$ cat src/rtl/etu_to_pkg.sv
package etu_to_pkg;

    localparam int BYTE_W      = 8;
    localparam int N_BYTES     = 3;
    localparam int MAIN_BYTES  = 2;
    localparam int ADDR_W      = 8;
    localparam logic [ADDR_W-1:0] BASE_ADDR = 8'h09;

    localparam int FULL_W = BYTE_W * N_BYTES;
    localparam int AUX_W  = BYTE_W * (N_BYTES - MAIN_BYTES);
    localparam int IDX_W  = $clog2(N_BYTES);

    typedef logic [N_BYTES-1:0][BYTE_W-1:0] cfg_t;

    typedef enum logic {
        MODE_JOINED = 1'b0,
        MODE_SPLIT  = 1'b1
    } tmo_mode_e;

    typedef struct packed {
        logic             hit;
        logic [IDX_W-1:0] idx;
    } reg_sel_t;

    typedef struct packed {
        logic main;
        logic aux;
    } reload_t;

    function automatic reg_sel_t decode_addr(input logic [ADDR_W-1:0] addr);
        reg_sel_t          sel;
        logic [ADDR_W-1:0] off;
        off     = addr - BASE_ADDR;
        sel.hit = (addr >= BASE_ADDR) && (off < ADDR_W'(N_BYTES));
        sel.idx = off[IDX_W-1:0];
        return sel;
    endfunction

    function automatic logic byte_is_aux(input int idx);
        return idx >= MAIN_BYTES;
    endfunction

endpackage

$ cat src/rtl/etu_to_regfile.sv
module etu_to_regfile
    import etu_to_pkg::*;
(
    input  logic              clk,
    input  logic              rst,
    input  logic              wr_en,
    input  logic [ADDR_W-1:0] wr_addr,
    input  logic [BYTE_W-1:0] wr_data,
    output cfg_t              cfg_next,
    output logic [N_BYTES-1:0] byte_wr
);

    reg_sel_t sel;
    cfg_t     cfg_q;

    assign sel = decode_addr(wr_addr);

    for (genvar i = 0; i < N_BYTES; i++) begin : g_byte
        assign byte_wr[i]  = wr_en && sel.hit && (sel.idx == IDX_W'(i));
        assign cfg_next[i] = byte_wr[i] ? wr_data : cfg_q[i];

        always_ff @(posedge clk) begin
            if (rst) cfg_q[i] <= '0;
            else     cfg_q[i] <= cfg_next[i];
        end

        assert_byte_lands_R2: assert property (@(posedge clk) disable iff (rst)
            byte_wr[i] |=> cfg_q[i] == $past(wr_data));
    end

    assert_single_byte_R2: assert property (@(posedge clk) disable iff (rst)
        $onehot0(byte_wr));

endmodule

$ cat src/rtl/etu_to_reload.sv
module etu_to_reload
    import etu_to_pkg::*;
(
    input  tmo_mode_e          mode,
    input  logic               mode_chg,
    input  logic [N_BYTES-1:0] byte_wr,
    input  cfg_t               cfg_next,
    output reload_t            reload,
    output logic [FULL_W-1:0]  main_val,
    output logic [AUX_W-1:0]   aux_val
);

    logic main_hit;
    logic aux_hit;

    always_comb begin
        main_hit = 1'b0;
        aux_hit  = 1'b0;
        for (int i = 0; i < N_BYTES; i++) begin
            if (mode == MODE_SPLIT && byte_is_aux(i)) aux_hit  = aux_hit  | byte_wr[i];
            else                                      main_hit = main_hit | byte_wr[i];
        end
    end

    always_comb begin
        reload.main = mode_chg || main_hit;
        reload.aux  = mode_chg || aux_hit;
        if (mode == MODE_SPLIT) begin
            main_val = FULL_W'(cfg_next[MAIN_BYTES-1:0]);
            aux_val  = cfg_next[N_BYTES-1:MAIN_BYTES];
        end else begin
            main_val = cfg_next;
            aux_val  = '0;
        end
    end

endmodule

$ cat src/rtl/etu_to_counter.sv
module etu_to_counter #(
    parameter int W = 8
) (
    input  logic         clk,
    input  logic         rst,
    input  logic         load,
    input  logic [W-1:0] load_val,
    input  logic         step,
    output logic         expired
);

    logic [W-1:0] cnt;

    always_ff @(posedge clk) begin
        if (rst) begin
            cnt     <= '0;
            expired <= 1'b0;
        end else if (load) begin
            cnt     <= load_val;
            expired <= 1'b0;
        end else if (step && cnt != '0) begin
            cnt <= cnt - W'(1);
            if (cnt == W'(1)) expired <= 1'b1;
        end
    end

    assert_flag_sticky_R6: assert property (@(posedge clk) disable iff (rst)
        expired && !load |=> expired);

    assert_reload_clears_R7: assert property (@(posedge clk) disable iff (rst)
        load |=> !expired);

    assert_idle_hold_R5: assert property (@(posedge clk) disable iff (rst)
        !load && !step |=> $stable(cnt) && $stable(expired));

    assert_flag_at_zero_R3: assert property (@(posedge clk) disable iff (rst)
        expired |-> cnt == '0);

    assert_zero_stays_quiet_R8: assert property (@(posedge clk) disable iff (rst)
        cnt == '0 && !load |=> expired == $past(expired));

endmodule

$ cat src/rtl/etu_timeout.sv
module etu_timeout
    import etu_to_pkg::*;
(
    input  logic       clk,
    input  logic       rst,
    input  logic       wr_en,
    input  logic [7:0] wr_addr,
    input  logic [7:0] wr_data,
    input  logic       etu_tick,
    input  logic       card_run,
    input  logic       split_mode,
    output logic       tmo_main,
    output logic       tmo_aux
);

    tmo_mode_e          mode;
    tmo_mode_e          mode_q;
    logic               mode_chg;
    logic               step;
    cfg_t               cfg_next;
    logic [N_BYTES-1:0] byte_wr;
    reload_t            reload;
    logic [FULL_W-1:0]  main_val;
    logic [AUX_W-1:0]   aux_val;

    assign mode     = tmo_mode_e'(split_mode);
    assign mode_chg = (mode != mode_q);
    assign step     = etu_tick && card_run;

    always_ff @(posedge clk) begin
        if (rst) mode_q <= MODE_JOINED;
        else     mode_q <= mode;
    end

    etu_to_regfile u_regs (
        .clk      (clk),
        .rst      (rst),
        .wr_en    (wr_en),
        .wr_addr  (wr_addr),
        .wr_data  (wr_data),
        .cfg_next (cfg_next),
        .byte_wr  (byte_wr)
    );

    etu_to_reload u_reload (
        .mode     (mode),
        .mode_chg (mode_chg),
        .byte_wr  (byte_wr),
        .cfg_next (cfg_next),
        .reload   (reload),
        .main_val (main_val),
        .aux_val  (aux_val)
    );

    etu_to_counter #(.W(FULL_W)) u_main (
        .clk      (clk),
        .rst      (rst),
        .load     (reload.main),
        .load_val (main_val),
        .step     (step),
        .expired  (tmo_main)
    );

    etu_to_counter #(.W(AUX_W)) u_aux (
        .clk      (clk),
        .rst      (rst),
        .load     (reload.aux),
        .load_val (aux_val),
        .step     (step),
        .expired  (tmo_aux)
    );

    assert_aux_idle_joined_R10: assert property (@(posedge clk) disable iff (rst)
        mode_q == MODE_JOINED |-> !tmo_aux);

    assert_mode_change_clears_R10: assert property (@(posedge clk) disable iff (rst)
        mode_chg |=> !tmo_main && !tmo_aux);

endmodule

$ cat config.mk
export PLATFORM = sky130hd
export DESIGN_NAME = etu_timeout
export DESIGN_NICKNAME = d
export VERILOG_FILES = /design/src/rtl/etu_to_pkg.sv /design/src/rtl/etu_to_regfile.sv /design/src/rtl/etu_to_reload.sv /design/src/rtl/etu_to_counter.sv /design/src/rtl/etu_timeout.sv
export SDC_FILE = /design/constraint.sdc
export NUM_CORES = 1
export LEC_CHECK = 0
export ABC_AREA = 1
export BUFFER_PORTS_ARGS = -buffer_cell sky130_fd_sc_hd__buf_2
export CORE_UTILIZATION = 54
export CTS_CLUSTER_SIZE = 30
export DETAILED_ROUTE_END_ITERATION = 8
export PLACE_DENSITY = 0.8
export SLEW_MARGIN = 20
export SYNTH_ARGS = -nofsm -noshare
export SYNTH_HDL_FRONTEND = slang
export SYNTH_HIERARCHICAL = 1
export SYNTH_SLANG_ARGS = --single-unit
$ cat constraint.sdc
create_clock -name clk -period 4.5 [get_ports clk]
set_input_delay 0.225 -clock clk [delete_from_list [all_inputs] [get_ports clk]]
set_output_delay 0.225 -clock clk [all_outputs]
set_load 0.02 [all_outputs]
==> tab_implementation.tex <==
\begin{tabular}{lr}
\hline
Metric & Value \\
\hline
\multicolumn{2}{l}{\textbf{Min path}} \\
\quad Type of the worst min-delay path & input port to register \\
\multicolumn{2}{l}{\textbf{Setup path}} \\
\quad Crit Path Max Fanout & 24 \\
\quad Worst path required time & 4750 ps \\
\quad Most frequent CP cell & sky130\_fd\_sc\_hd\_\_nand2\_1 \\
\quad Critical setup path kind & input port to register \\
\quad Worst EP arrival & about 3100 ps \\
\quad Crit-path cells & buf\_2, nand2\_1, clkinv\_1, nand2\_1, inv\_1, nand2\_1, nand3\_1, inv\_1, nand2\_4, clkinv\_2, nand2\_1, a21oi\_1 \\
\quad Setup slack on the worst flop-to-flop path & 1670 ps \\
\quad Slowest library cell on the worst path & sky130\_fd\_sc\_hd\_\_inv\_1 \\
\quad Highest cell delay on the worst timing path & about 900 ps \\
\quad Type of destination of the critical path & register \\
\quad Worst Setup Start Kind & input port \\
\multicolumn{2}{l}{\textbf{Outcome}} \\
\quad Outcome & finished, final reports clean \\
\multicolumn{2}{l}{\textbf{Route}} \\
\quad Wirelength per Cell & $\sim$12 um \\
\quad Initial drt markers & 403 \\
\quad Drt first pass iters & 5 \\
\quad Total Wirelength & 9550 um \\
\quad Ratio of routed vias to standard cells & between 5 and 6 \\
\quad Number of vias in the routed layout & between 4k and 5k \\
\quad Post-route antenna net violation count & 0 \\
\quad Remaining routing DRC violations & 0 \\
\multicolumn{2}{l}{\textbf{Synth}} \\
\quad Fraction of synthesis flops using an asynchronous set or reset pin & 0\% \\
\quad Most used flip-flop cell after synthesis & sky130\_fd\_sc\_hd\_\_dfxtp\_1 \\
\quad Post-synthesis net count & 716 \\
\quad Number of distinct library cells after synthesis & 36 \\
\quad EDFF count, synth & 0 \\
\quad Share of Yosys cell area claimed by the top area cell type & between 20\% and 30\% \\
\quad Gate Count Post-Synth & 689 \\
\quad Part of the Yosys area used for sequential elements & approximately 28\% \\
\quad Top cell type by total area after synthesis & sky130\_fd\_sc\_hd\_\_dfxtp\_1 \\
\quad Post-synthesis sequential element count & 59 \\
\quad Count of synthesis-stage warnings from yosys & 6 \\
\quad Cell area after synthesis & 4170 um\^{}2 \\
\quad Avg Synthesized Cell Area & $\sim$6.1 um\^{}2 \\
\quad Top cells by area, synth & sky130\_fd\_sc\_hd\_\_dfxtp\_1 28\%, sky130\_fd\_sc\_hd\_\_nand2\_1 17\%, sky130\_fd\_sc\_hd\_\_inv\_1 11\% \\
\multicolumn{2}{l}{\textbf{GRT}} \\
\quad Pin count of the biggest net entering global routing & 50 \\
\quad Number of global-route vias before repair & 3689 \\
\quad Final global-route overflow total & 0 \\
\quad GRT Total Usage & 25.0\% \\
\quad Initial antenna violation count & 0 \\
\quad Wire length of the first global-routing pass & 16700 um \\
\multicolumn{2}{l}{\textbf{CTS}} \\
\quad Clock-pin slew on the worst setup and hold paths & 80 ps \\
\quad Number of buffers between clock root and the deepest sink & 2 \\
\quad Max H-tree Level & 3 \\
\quad Number of clock buffers inserted by TritonCTS & 9 \\
\quad TritonCTS clock tree & built \\
\quad Setup bufs post-CTS & 0 \\
\quad Quantity of hold-fixing buffers added after cts & 0 \\
\quad Clock root buffer master & sky130\_fd\_sc\_hd\_\_clkbuf\_8 \\
\quad Clock latency on the worst-skew pair & roughly 340 ps \\
\quad Number of sinks on the clock net & 59 \\
\quad Quantity of gates resized following cts & 0 \\
\multicolumn{2}{l}{\textbf{Power and ir drop}} \\
\quad Power density cells & 336 nW/um\^{}2 \\
\quad Leakage power summed over all cells & 2.37 nW \\
\quad Worst vdd rail ir drop & between 0.00015 and 0.0002 V \\
\multicolumn{2}{l}{\textbf{Place}} \\
\quad Number of buffers added on ports & 23 \\
\quad Setup Slack @ Placement & 1330 ps \\
\quad Area post-placement & around 4200 um\^{}2 \\
\quad Half-perimeter wire length after detailed placement & 6960 um \\
\quad Final weighted congestion in routability-driven placement & 0.873 \\
\multicolumn{2}{l}{\textbf{Layout}} \\
\quad Antenna diodes & 0 \\
\quad Layout Nets & 714 \\
\quad Proportion of layout cells with a drive suffix above 1 & 10.9\% \\
\quad Layout overhead on the synthesized area & 4.29\% \\
\quad Final non-filler cell area & 4350 um\^{}2 \\
\multicolumn{2}{l}{\textbf{Timing}} \\
\quad Setup-violating endpoint count in the final report & 0 \\
\quad Final worst-path cycle share & 63.7\% \\
\quad Max Clock Freq & 349 MHz \\
\quad Number of max-slew violations in the final report & 0 \\
\quad Worst max-slew margin expressed relative to the limit & about a third \\
\quad Fin Setup TNS & 0 ps \\
\quad Transition time at the pin with the least slew margin & 980 ps \\
\quad Time the worst path needs with I/O delays and setup & 2870 ps \\
\quad Post-route clock skew & 13.9 ps \\
\quad Number of endpoints with negative hold slack in the final report & 0 \\
\quad Worst path setup slack after routing & 1630 ps \\
\quad Setup repair after global routing missed its margin & no \\
\multicolumn{2}{l}{\textbf{Die}} \\
\quad Total I/O pin count & 24 \\
\quad Area of the die & 8080 um\^{}2 \\
\quad Die Span Y & 89.9 um \\
\quad Core Rows & 31 \\
\quad Std-Cell Core Area & 7370 um\^{}2 \\
\quad Chip Width & 89.9 um \\
\quad Effective utilization at floorplan & 56.6\% \\
\multicolumn{2}{l}{\textbf{Run}} \\
\quad Max-Cap Viols & 0 \\
\hline
\end{tabular}
## sequential cells by signal, summed over array words and instances, names as in the netlist
name	flops
u_main/cnt	24
u_regs/cfg_q	24
u_aux/cnt	8
mode_q	1
u_aux/expired	1
u_main/expired	1
## final timing paths
check                                   start                          end  cells past startpoint
hold / removal                     wr_data[1]   u_regs/cfg_q[1]$_SDFF_PP0_                      5
hold reg to reg   u_main/expired$_SDFFE_PP0P_  u_main/expired$_SDFFE_PP0P_                      1
setup / recovery                   wr_addr[1]   u_main/cnt[7]$_SDFFE_PP0P_                     12
setup reg to reg            mode_q$_SDFF_PP0_   u_main/cnt[7]$_SDFFE_PP0P_                     10
## synthesized netlist by cell type, types with 4 or more instances
cell type / n
sky130_fd_sc_hd__nand2_1: 192
sky130_fd_sc_hd__inv_1: 121
sky130_fd_sc_hd__nor2_1: 106
sky130_fd_sc_hd__dfxtp_1: 59
sky130_fd_sc_hd__nand3_1: 49
sky130_fd_sc_hd__nand4_1: 33
sky130_fd_sc_hd__buf_4: 17
sky130_fd_sc_hd__a21oi_1: 15
sky130_fd_sc_hd__o21ai_0: 13
sky130_fd_sc_hd__clkbuf_1: 7
sky130_fd_sc_hd__nor2_2: 7
sky130_fd_sc_hd__xor2_1: 7
sky130_fd_sc_hd__buf_6: 5
sky130_fd_sc_hd__ha_1: 5
sky130_fd_sc_hd__nor2_4: 5
sky130_fd_sc_hd__nor3_1: 5
sky130_fd_sc_hd__buf_2: 4
sky130_fd_sc_hd__inv_2: 4
sky130_fd_sc_hd__nand2_2: 4
sky130_fd_sc_hd__nor3_2: 4
## layer usage
layer / global-route usage [%] / part of all wire (%) / vias up
li1: - / - / 2093
met1: 34.5 / 48 / 1809
met2: 40.3 / 45 / 119
met3: 4.57 / 5.1 / 11
met4: 6.72 / 1.2 / 0
met5: 0 / 0 / -
## cells by family after synthesis
| kind of cell | share of synthesized area [%] |
|---|---|
| and+or+nand+nor | 45.1 |
| buffers and inverters | 17.5 |
| DFF | 28.3 |
| AOI/OAI and AO/OA | 5.22 |
| xor gates and xnor gates | 2.10 |
| adders and majority gates | 1.50 |
| muxes | 0.240 |
## layout make-up
| cell class | count | area, um^2 |
|---|---|---|
| Sequential cell | 59 | 1180 |
| Timing Repair Buffer | 23 | 115 |
| Inverter | 127 | 478 |
| Multi-Input combinational cell | 467 | 2260 |
| Clock buffer | 11 | 141 |
| Tap cell | 99 | 124 |
| Fill cell | 717 | 3020 |
| Clock inverter | 4 | 51.3 |
## per-stage QoR
| stage | instances | util [%] | power, mW | hold slack, ps |
|---|---|---|---|---|
| 2_1_floorplan | 689 | - | 0.911 | 297 |
| 3_3_place_gp | 775 | 56.4 | 0.977 | 445 |
| 3_5_place_dp | 775 | 56.4 | 0.986 | 460 |
| 4_1_cts | 790 | 59.0 | 1.47 | 275 |
| 5_1_grt | 790 | 59.0 | 1.56 | 298 |
| 6_report | 790 | 59.0 | 1.46 | 294 |
## critical path: cells and delay by family
family          cells  cell delay, ps
simple gates        6            1220
compound gates      1             140
buf+inv             5            1530
## cell usage in the layout (no fill, tap or decap), types with 10 or more instances in the layout
cell,synthesis,final
sky130_fd_sc_hd__o21ai_0,13,13
sky130_fd_sc_hd__a21oi_1,15,15
sky130_fd_sc_hd__dfxtp_1,59,59
sky130_fd_sc_hd__nand2_1,192,192
sky130_fd_sc_hd__nor2_1,106,106
sky130_fd_sc_hd__nand3_1,49,49
sky130_fd_sc_hd__buf_2,4,23
sky130_fd_sc_hd__nand4_1,33,33
sky130_fd_sc_hd__inv_1,121,121
sky130_fd_sc_hd__clkbuf_8,0,10
## power by group
group | switching, mW | internal [mW]
registers | 0.0308 | 0.546
logic | 0.274 | 0.131
clock network | 0.211 | 0.268
Power figures use the tool's default switching activity.
